--- config.mk ---
export PLATFORM = sky130hd
export DESIGN_NAME = minmax_unit
export DESIGN_NICKNAME = d
export VERILOG_FILES = /design/src/rtl/minmax_pkg.sv /design/src/rtl/minmax_decode.sv /design/src/rtl/minmax_select.sv /design/src/rtl/minmax_unit.sv
export SDC_FILE = /design/constraint.sdc
export NUM_CORES = 1
export LEC_CHECK = 0
export BUFFER_PORTS_ARGS = -buffer_cell sky130_fd_sc_hd__buf_4
export CORE_UTILIZATION = 50
export DETAILED_ROUTE_END_ITERATION = 7
export GPL_ROUTABILITY_DRIVEN = 0
export HOLD_SLACK_MARGIN = 0.12
export PLACE_DENSITY = 0.79
export SLEW_MARGIN = 20
export SYNTH_ARGS = -nofsm -noshare
export SYNTH_HDL_FRONTEND = slang
export SYNTH_SLANG_ARGS = --single-unit
export TNS_END_PERCENT = 30
--- constraint.sdc ---
create_clock -name clk -period 3.9 [get_ports clk]
set_clock_uncertainty 0.2 [all_clocks]
set_input_delay 0 -clock clk [delete_from_list [all_inputs] [get_ports clk]]
set_output_delay 0 -clock clk [all_outputs]
set_load 0.01 [all_outputs]
--- src/rtl/minmax_pkg.sv ---
package minmax_pkg;

    localparam int INSN_W   = 32;
    localparam int REG_W    = 5;
    localparam int PRIM_W   = 6;
    localparam int XO_W     = 10;
    localparam int CR_W     = 4;

    localparam logic [PRIM_W-1:0] PRIMARY_OPC = 6'd22;

    localparam logic [XO_W-1:0] XO_MAX_S = 10'b0111001110;
    localparam logic [XO_W-1:0] XO_MAX_U = 10'b0011001110;
    localparam logic [XO_W-1:0] XO_MIN_S = 10'b0101001110;
    localparam logic [XO_W-1:0] XO_MIN_U = 10'b0001001110;

    typedef enum logic [1:0] {
        MM_MAX_S = 2'd0,
        MM_MAX_U = 2'd1,
        MM_MIN_S = 2'd2,
        MM_MIN_U = 2'd3
    } mm_op_e;

    typedef struct packed {
        logic             legal;
        mm_op_e           op;
        logic [REG_W-1:0] rt;
        logic             rec;
    } mm_dec_t;

    // Unpack fields: bit 0 of the instruction format is insn[31].
    function automatic logic [PRIM_W-1:0] f_primary(input logic [INSN_W-1:0] w);
        return w[31:26];
    endfunction

    function automatic logic [XO_W-1:0] f_xo(input logic [INSN_W-1:0] w);
        return w[10:1];
    endfunction

    function automatic logic [REG_W-1:0] f_rt(input logic [INSN_W-1:0] w);
        return w[25:21];
    endfunction

endpackage

--- src/rtl/minmax_decode.sv ---
module minmax_decode
    import minmax_pkg::*;
(
    input  logic [INSN_W-1:0] insn,
    output mm_dec_t           dec
);
    logic   prim_ok;
    logic   xo_ok;
    mm_op_e op_sel;

    assign prim_ok = (f_primary(insn) == PRIMARY_OPC);

    always_comb begin
        xo_ok  = 1'b1;
        op_sel = MM_MAX_S;
        unique case (f_xo(insn))
            XO_MAX_S: op_sel = MM_MAX_S;
            XO_MAX_U: op_sel = MM_MAX_U;
            XO_MIN_S: op_sel = MM_MIN_S;
            XO_MIN_U: op_sel = MM_MIN_U;
            default:  xo_ok  = 1'b0;
        endcase
    end

    always_comb begin
        dec.legal = prim_ok & xo_ok;
        dec.op    = op_sel;
        dec.rt    = f_rt(insn);
        dec.rec   = insn[0];
    end

endmodule

--- src/rtl/minmax_select.sv ---
module minmax_select
    import minmax_pkg::*;
#(
    parameter int XLEN = 64
) (
    input  logic [XLEN-1:0] a,
    input  logic [XLEN-1:0] b,
    input  mm_op_e          op,
    input  logic            so,
    output logic [XLEN-1:0] result,
    output logic [CR_W-1:0] cr
);
    localparam int MSB = XLEN - 1;

    logic is_signed;
    logic is_max;
    logic a_lt_b;
    logic b_lt_a;
    logic pick_a;

    assign is_signed = (op == MM_MAX_S) || (op == MM_MIN_S);
    assign is_max    = (op == MM_MAX_S) || (op == MM_MAX_U);

    // Flipping the sign bits maps two's-complement order onto unsigned order,
    // so a single pair of unsigned comparators serves both variants.
    logic [XLEN-1:0] ka;
    logic [XLEN-1:0] kb;
    assign ka = {a[MSB] ^ is_signed, a[MSB-1:0]};
    assign kb = {b[MSB] ^ is_signed, b[MSB-1:0]};

    assign a_lt_b = (ka < kb);
    assign b_lt_a = (kb < ka);

    // Strict comparisons: equal operands always resolve to b.
    assign pick_a = is_max ? b_lt_a : a_lt_b;
    assign result = pick_a ? a : b;

    logic res_neg;
    logic res_zero;
    assign res_neg  = result[MSB];
    assign res_zero = (result == '0);

    always_comb begin
        cr    = '0;
        cr[3] = res_neg;
        cr[2] = !res_neg && !res_zero;
        cr[1] = res_zero;
        cr[0] = so;
    end

endmodule

--- src/rtl/minmax_unit.sv ---
module minmax_unit
    import minmax_pkg::*;
#(
    parameter int XLEN = 64
) (
    input  logic              clk,
    input  logic              rst,
    input  logic              in_valid,
    input  logic [INSN_W-1:0] insn,
    input  logic [XLEN-1:0]   opa,
    input  logic [XLEN-1:0]   opb,
    input  logic              so_in,
    output logic [XLEN-1:0]   out_result,
    output logic [REG_W-1:0]  out_rt,
    output logic              out_wen,
    output logic [CR_W-1:0]   out_cr,
    output logic              out_cr_wen,
    output logic              out_illegal
);
    mm_dec_t         dec;
    logic [XLEN-1:0] sel_res;
    logic [CR_W-1:0] sel_cr;

    minmax_decode u_dec (
        .insn (insn),
        .dec  (dec)
    );

    minmax_select #(.XLEN(XLEN)) u_sel (
        .a      (opa),
        .b      (opb),
        .op     (dec.op),
        .so     (so_in),
        .result (sel_res),
        .cr     (sel_cr)
    );

    always_ff @(posedge clk) begin
        if (rst) begin
            out_wen     <= 1'b0;
            out_cr_wen  <= 1'b0;
            out_illegal <= 1'b0;
            out_result  <= '0;
            out_rt      <= '0;
            out_cr      <= '0;
        end else begin
            out_wen     <= in_valid && dec.legal;
            out_cr_wen  <= in_valid && dec.legal && dec.rec;
            out_illegal <= in_valid && !dec.legal;
            if (in_valid) begin
                out_result <= sel_res;
                out_rt     <= dec.rt;
                out_cr     <= sel_cr;
            end
        end
    end

    AST_QUIET_WHEN_IDLE: assert property (@(posedge clk) disable iff (rst)
        !$past(in_valid) |-> (!out_wen && !out_cr_wen && !out_illegal));

    AST_ILLEGAL_NO_WRITE: assert property (@(posedge clk) disable iff (rst)
        out_illegal |-> (!out_wen && !out_cr_wen));

    AST_CR_NEEDS_WEN: assert property (@(posedge clk) disable iff (rst)
        out_cr_wen |-> out_wen);

    AST_CR_ONE_CLASS: assert property (@(posedge clk) disable iff (rst)
        out_cr_wen |-> ($countones(out_cr[3:1]) == 1));

    AST_RESULT_FROM_OPERAND: assert property (@(posedge clk) disable iff (rst)
        out_wen |-> (out_result == $past(opa) || out_result == $past(opb)));

    AST_RESET_CLEARS: assert property (@(posedge clk) disable iff (rst)
        $past(rst) |-> (!out_wen && !out_cr_wen && !out_illegal));

endmodule

==> flow_summary.yaml, run 1 <==
floorplan:
  chipWidth_um: 115
  coreArea_mm2: 0.0122
  start_util_pct: 52.3
  pin_count: 240
  fp.dieH_um: 115
  design.die.area_mm2: 0.0132
  fp-row-count: 40
sta:
  period_needed_ns: 3.80
  slew_headroom_pct: 41.2
  grt_setup_unrepaired: "true"
  finalHoldViolCount: 0
  fin_hold_ws_ns: 0.157
  worst_pin_slew_ns: 0.873
  fin_ws_ns: 0.101
  setup_viol: 0
  slew_violations: 0
  fin_crit_sh_pct: 97.4
  max_freq_mhz: 263
layout:
  nets: 1270
  syn_to_final_growth_pct: 57.8
  final-seq-area_mm2: 0.00150
  postLayoutCellArea_mm2: 0.0101
  layout_common_cells: "buf_4, dlygate4sd3_1, dfxtp_1"
  drive_gt1_share_pct: 34.6
  multiInputGateArea_mm2: 0.00439
  n_fill_cell: 766
  diodes: 0
  layout_commonest_cell: "buf_4"
clock_network:
  htree_levels: 3
  cts_sinks: 75
  clk_pin_slew_ns: 0.06
  clockBufferDepth: 2
  clock_latency_ns: 0.34
  cts_buffers: 9
  cts_tree: "done"
  root_buffer: "clkbuf_16"
critical_path:
  regToRegSetupSlack_ns: 2.34
  worst-setup-path-type: "input port to flip-flop"
  cp_common_cell: "dlygate4sd3_1"
  r2r_start: "out_result[41]$_SDFFE_PP0P_"
  reg2regPathDepth: 3
  cp_data_required_time_ns: 3.99
  crit_path_end_kind: "flip-flop"
  path_cells: "dlygate4sd3_1 > buf_4 > inv_1 > ha_1 > a21oi_1 > o21ai_0 > a221o_1 > o31ai_2 > a41oi_2 > o21ba_4 > buf_16 > o41a_1 > a211oi_1 > dlygate4sd3_1"
  critPathTopFamily: "compound AO/OA/AOI/OAI gates"
  cp-start-kind: "input port"
  critPathMaxFanout: 34
  slowest_delay_ns: 0.57
  r2r-end: "out_result[41]$_SDFFE_PP0P_"
  cp.arrival_ns: 3.89
  cp_num_buf_inv: 5
  slowest_stage: "dlygate4sd3_1"
drt:
  drt-initial-drc-count: 510
  drcViolationCount: 0
  drt_pass1_iterations: 5
  via_per_inst: 5.96
  wl_per_cell_um: 20.3
  via_count: 7242
  routed_wl_um: 24600
  ant_nets: 0
logic_synthesis:
  synth_cell_types: 48
  synth.area.top_cells: "dfxtp_1, ha_1, a211oi_2"
  synth.avg_cell_area_um2: 9.22
  yosys.area.top_type: "dfxtp_1"
  synth_fp_nets: 920
  syn_area_mm2: 0.00639
  synth_top_area_share_pct: 23.5
  ys_ff_latch: 75
  ys.flop_type: "dfxtp_1"
  yosysWarnings: 0
  synth_edf_count: 0
  netlist_instances: 693
  seq_area_frac_synth_pct: 23.5
  ys_async_sr_fraction_pct: 0
power:
  irDropWorstVdd_v: 0.000250
  power_density_mw_per_mm2: 274
  leakage_nw: 4.50
  finalPower_mw: 2.76
placed_design:
  post-place-ws_ns: 0.829
  hpwl_um: 15200
  io_buffer_count: 229
  dpl-instance-area_mm2: 0.00814
grt:
  grt_pass1_vias: 7466
  grt_overflow: 0
  grt_pass1_wl_um: 37500
  grt_max_degree: 91
  antenna_found_initial: 0
  grt_usage_pct: 36.7
hold_path:
  min_from: "in_valid"
  holdPathStages: 3
  min_to: "out_result[63]$_SDFFE_PP0P_"
  hp-class: "input port to flip-flop"
flow_run:
  maxCapViolCount: 0
status:
  status: "complete, no violations"
==> synth_stat cells, drive strengths merged (4+ instances only) <==
cell / n
nand3: 8
mux2i: 6
inv: 66
nor4b: 64
nand2: 17
o21bai: 64
ha: 63
nand4: 19
o21ai: 13
dfxtp: 75
nor2b: 67
a21oi: 26
nor2: 14
nor4: 37
nor3: 4
clkbuf: 34
a211oi: 67
buf: 18
==> report_power, final <==
| part | switching [mW] | leakage (nW) | internal, mW |
|---|---|---|---|
| logic | 0.460 | 3.73 | 0.511 |
| clock network | 0.361 | 0.147 | 0.558 |
| registers | 0.0433 | 0.623 | 0.831 |
| total | 0.864 | 4.50 | 1.90 |
==> per-stage QoR <==
step / TNS (ns) / utilization, % / instances
after global placement: 0 / 66.6 / 1044
after floorplan: 0 / - / 693
after detailed placement: 0 / 66.6 / 1044
after global routing: -0.0969 / 82.5 / 1216
after CTS: 0 / 81.9 / 1214
final: 0 / 82.5 / 1216
==> sequential cells by signal, summed over array words and instances, names as in the netlist <==
signal / cells
out_cr: 3
out_wen: 1
out_illegal: 1
out_rt: 5
out_result: 64
out_cr_wen: 1
==> worst max-delay path by stage <==
stage,startpoint,end,depth (start not counted)
4_1_cts,opb[62],out_result[19]$_SDFFE_PP0P_,13
3_3_place_gp,opa[5],out_cr[1]$_SDFFE_PP0P_,12
6_report,opa[7],out_cr[2]$_SDFFE_PP0P_,14
5_1_grt,opa[29],out_cr[2]$_SDFFE_PP0P_,13
2_1_floorplan,opa[14],out_result[0]$_SDFFE_PP0P_,12
3_5_place_dp,opa[7],out_cr[1]$_SDFFE_PP0P_,12
==> area by class of cell <==
| class | instances | share of cell area (%) |
|---|---|---|
| sequential | 75 | 14.9 |
| clock buffer | 9 | 2.23 |
| tap | 168 | 2.09 |
| multi-input combinational | 500 | 43.6 |
| inverter | 66 | 2.46 |
| timing repair buffer | 391 | 33.8 |
| clock inverter | 7 | 0.919 |
==> what timing repair did <==
action / in CTS / in global routing
hold buffers: 154 / 0
endpoints found under the setup margin: 0 / 65
setup buffers: 0 / 1
hold endpoints to repair: 75 / 0
gates resized for setup: 0 / 7
==> cells by family (layout without fill, tap and decap cells) <==
family                   count (synthesis)  in the layout  synth area share, %
adder cells (fa/ha/maj)                 63             63                 12.3
flip-flops                              75             75                 23.5
AO/OA/AOI/OAI                          187            187                 25.5
buffers and inverters                  118            473                 8.34
AND/OR/NAND/NOR                        244            244                 29.4
multiplexers                             6              6                0.940
==> worst register-to-register path, cell delays in order, from the launching register on <==
cell	delay, ns
dfxtp_1	0.37
o21bai_1	0.11
a211oi_2	0.18
dlygate4sd3_1	0.63
==> metal layers <==
metal	vias up	part of all wire (%)	routed length (µm)	track usage (%)
met1	3435	39	9500	41.7
met5	-	0	0	0
li1	3301	-	-	-
met4	0	5.3	1310	22.1
met2	385	49	12100	64.5
met3	121	7.0	1720	6.06
(Power assumes the default switching activity.)
==> run 2, diff against run 1 <==
Clock period 3.9 ns to 4.4 ns, I/O delays scaled along.
==> run 2 against run 1 <==
  * Design area fell by 1.3%
  * Global-route usage rose by 0.40 points
  * Sequential power fell by 11%
  * Power fell by 11%
  * Sequential cell count did not move
  * Critical path depth fell by 1
  * Via count fell by 0.48%
  * Die area did not move
  * Non-clock buffer count fell by 4
  * Register-to-register slack improved by 0.55 ns
  * Setup slack improved by 0.035 ns
  * Count of clock-buffer cells in the layout rose by 1
  * Largest cell class unchanged
  * Largest power group unchanged
  * Highest routed layer unchanged
==> flow_summary.yaml, run 2 (synthesis results as in run 1) <==
status:
  status: "complete, no violations"
layout:
  diodes: 0
  finalNonFillerCells: 1212
  largest_register_ffs: 64
  drive_gt1_share_pct: 34.2
  n_fill_cell: 743
  postLayoutCellArea_mm2: 0.00995
  reg.largest.list: "out_result: 64 flops, out_rt: 5 flops, out_cr: 3 flops"
  syn_to_final_growth_pct: 55.7
  layout_common_cells: "buf_4, dlygate4sd3_1, dfxtp_1"
  nets: 1266
  layout_commonest_cell: "buf_4"
  top_register: "out_result"
clock_network:
  cts_buffers: 9
  clock_latency_ns: 0.34
  clockBufferDepth: 2
  clk_pin_slew_ns: 0.06
  cts_tree: "done"
  postCtsSetupRepairBufs: 0
  root_buffer: "clkbuf_16"
  cts_sinks: 75
  htree_levels: 3
critical_path:
  slowest_delay_ns: 0.58
  regToRegSetupSlack_ns: 2.89
  slowest_stage: "dlygate4sd3_1"
  critPathMaxFanout: 68
  critPathTopFamily: "buffers and inverters"
  r2r_start: "out_result[22]$_SDFFE_PP0P_"
  cp-start-kind: "input port"
  path_cells: "dlygate4sd3_1 > buf_4 > ha_1 > nand4_1 > nor4_1 > a21boi_0 > o31ai_1 > a41oi_1 > nor3_4 > buf_4 > or3b_1 > a311oi_1 > dlygate4sd3_1"
  cp_num_buf_inv: 4
  reg2regPathDepth: 3
  crit_path_end_kind: "flip-flop"
  r2r-end: "out_result[22]$_SDFFE_PP0P_"
  cp.arrival_ns: 4.35
  cp_data_required_time_ns: 4.49
  worst-setup-path-type: "input port to flip-flop"
drt:
  drcViolationCount: 0
  drt_pass1_iterations: 5
  routed_wl_um: 24500
  wl_per_cell_um: 20.2
  drt-initial-drc-count: 625
  via_per_inst: 5.95
  via_count: 7207
  ant_nets: 0
power:
  p_clk_share_pct: 33.9
  leakage_nw: 4.47
  p_sw_mw: 0.760
  p_comb_share_pct: 34.5
  irDropWorstVdd_v: 0.000197
  power_density_mw_per_mm2: 246
  intPower_mw: 1.69
  p_seq_share_pct: 31.6
  swShare_pct: 31.0
grt:
  grt_usage_pct: 37.1
  antenna_found_initial: 0
  grt_overflow: 0
  grt_pass1_vias: 7447
  grt_max_degree: 98
  grt_pass1_wl_um: 37900
flow_run:
  maxCapViolCount: 0
sta:
  fin_hold_ws_ns: 0.229
  setup_viol: 0
  slew_violations: 0
  grt_setup_unrepaired: "false"
  period_needed_ns: 4.26
  fin_crit_sh_pct: 96.9
  worst_pin_slew_ns: 1.04
  slew_headroom_pct: 30.8
  finalHoldViolCount: 0
  max_freq_mhz: 235
  tns_ns: 0
hold_path:
  min_to: "out_illegal$_SDFF_PP0_"
  holdPathStages: 3
  hp-class: "input port to flip-flop"
  min_from: "rst"
placed_design:
  hpwl_um: 15300
  io_buffer_count: 229
  dpl-instance-area_mm2: 0.00811
  dp.cells: 1045
floorplan:
  coreArea_mm2: 0.0122
  pin_count: 240
  start_util_pct: 52.3
  fp.dieH_um: 115
  design.die.area_mm2: 0.0132
  chipWidth_um: 115
  fp-row-count: 40
-- run 2: cell types whose count changed in the layout (fill, tap and decap cells not counted), sizes merged --
| cell | previous run | this run |
|---|---|---|
| dlygate4sd3 | 154 | 151 |
| clkinvlp | 3 | 2 |
-- run 2: worst max-delay path by stage --
stage               startpoint  depth (start not counted)  slack [ns]                    endpoint
detailed placement     opa[14]                         12        0.81      out_cr[1]$_SDFFE_PP0P_
global route           opb[14]                         13       0.003      out_cr[2]$_SDFFE_PP0P_
CTS                    opb[14]                         13        0.07      out_cr[1]$_SDFFE_PP0P_
finish                 opb[14]                         13        0.14      out_cr[1]$_SDFFE_PP0P_
floorplan              opa[14]                         12        1.86  out_result[0]$_SDFFE_PP0P_
global placement       opa[14]                         12        1.02      out_cr[1]$_SDFFE_PP0P_
-- run 2: power by group through the flow --
stage | sequential (mW) | clock (mW) | combinational (mW)
after detailed placement | 0.785 | 0 | 0.687
after floorplan | 0.805 | 0 | 0.357
after CTS | 0.771 | 0.835 | 0.819
after global placement | 0.782 | 0 | 0.663
after global routing | 0.778 | 0.863 | 0.904
final | 0.774 | 0.832 | 0.846
-- run 2: final cells by class --
cell class              instances  area [µm²]  share of cell area [%]
clock inverters                 6        88.8                   0.893
inverters                      66         248                    2.49
repair buffers                387        3300                    33.2
clock buffers                  10         239                    2.40
multi-input cells             500        4360                    43.9
well taps                     168         210                    2.11
flip-flops and latches         75        1500                    15.1
-- run 2: per-stage QoR --
step | util [%] | total power [mW] | worst slack, ns
finish | 81.5 | 2.45 | 0.136
global route | 81.5 | 2.55 | 0.00324
CTS | 81.4 | 2.43 | 0.0742
detailed placement | 66.4 | 1.47 | 0.810
global placement | 66.4 | 1.45 | 1.02
floorplan | - | 1.16 | 1.86
-- run 2: worst reg2reg max path, cell delays in order (launching register included) --
cell,delay [ns]
dfxtp_1,0.34
o21bai_1,0.09
a211oi_2,0.22
dlygate4sd3_1,0.60
-- run 2: metal layers --
layer	vias up	track usage (%)	routed length [µm]
met1	3400	41.7	9340
met3	115	6.69	1810
met4	0	23.5	1300
met2	388	64.8	12000
li1	3304	-	-
met5	-	0	0
-- run 2: what timing repair did --
item                                    CTS  global route
resized for setup                         0             1
hold buffers                            151             0
endpoints found under the setup margin    0            65
hold endpoints to repair                 75             0
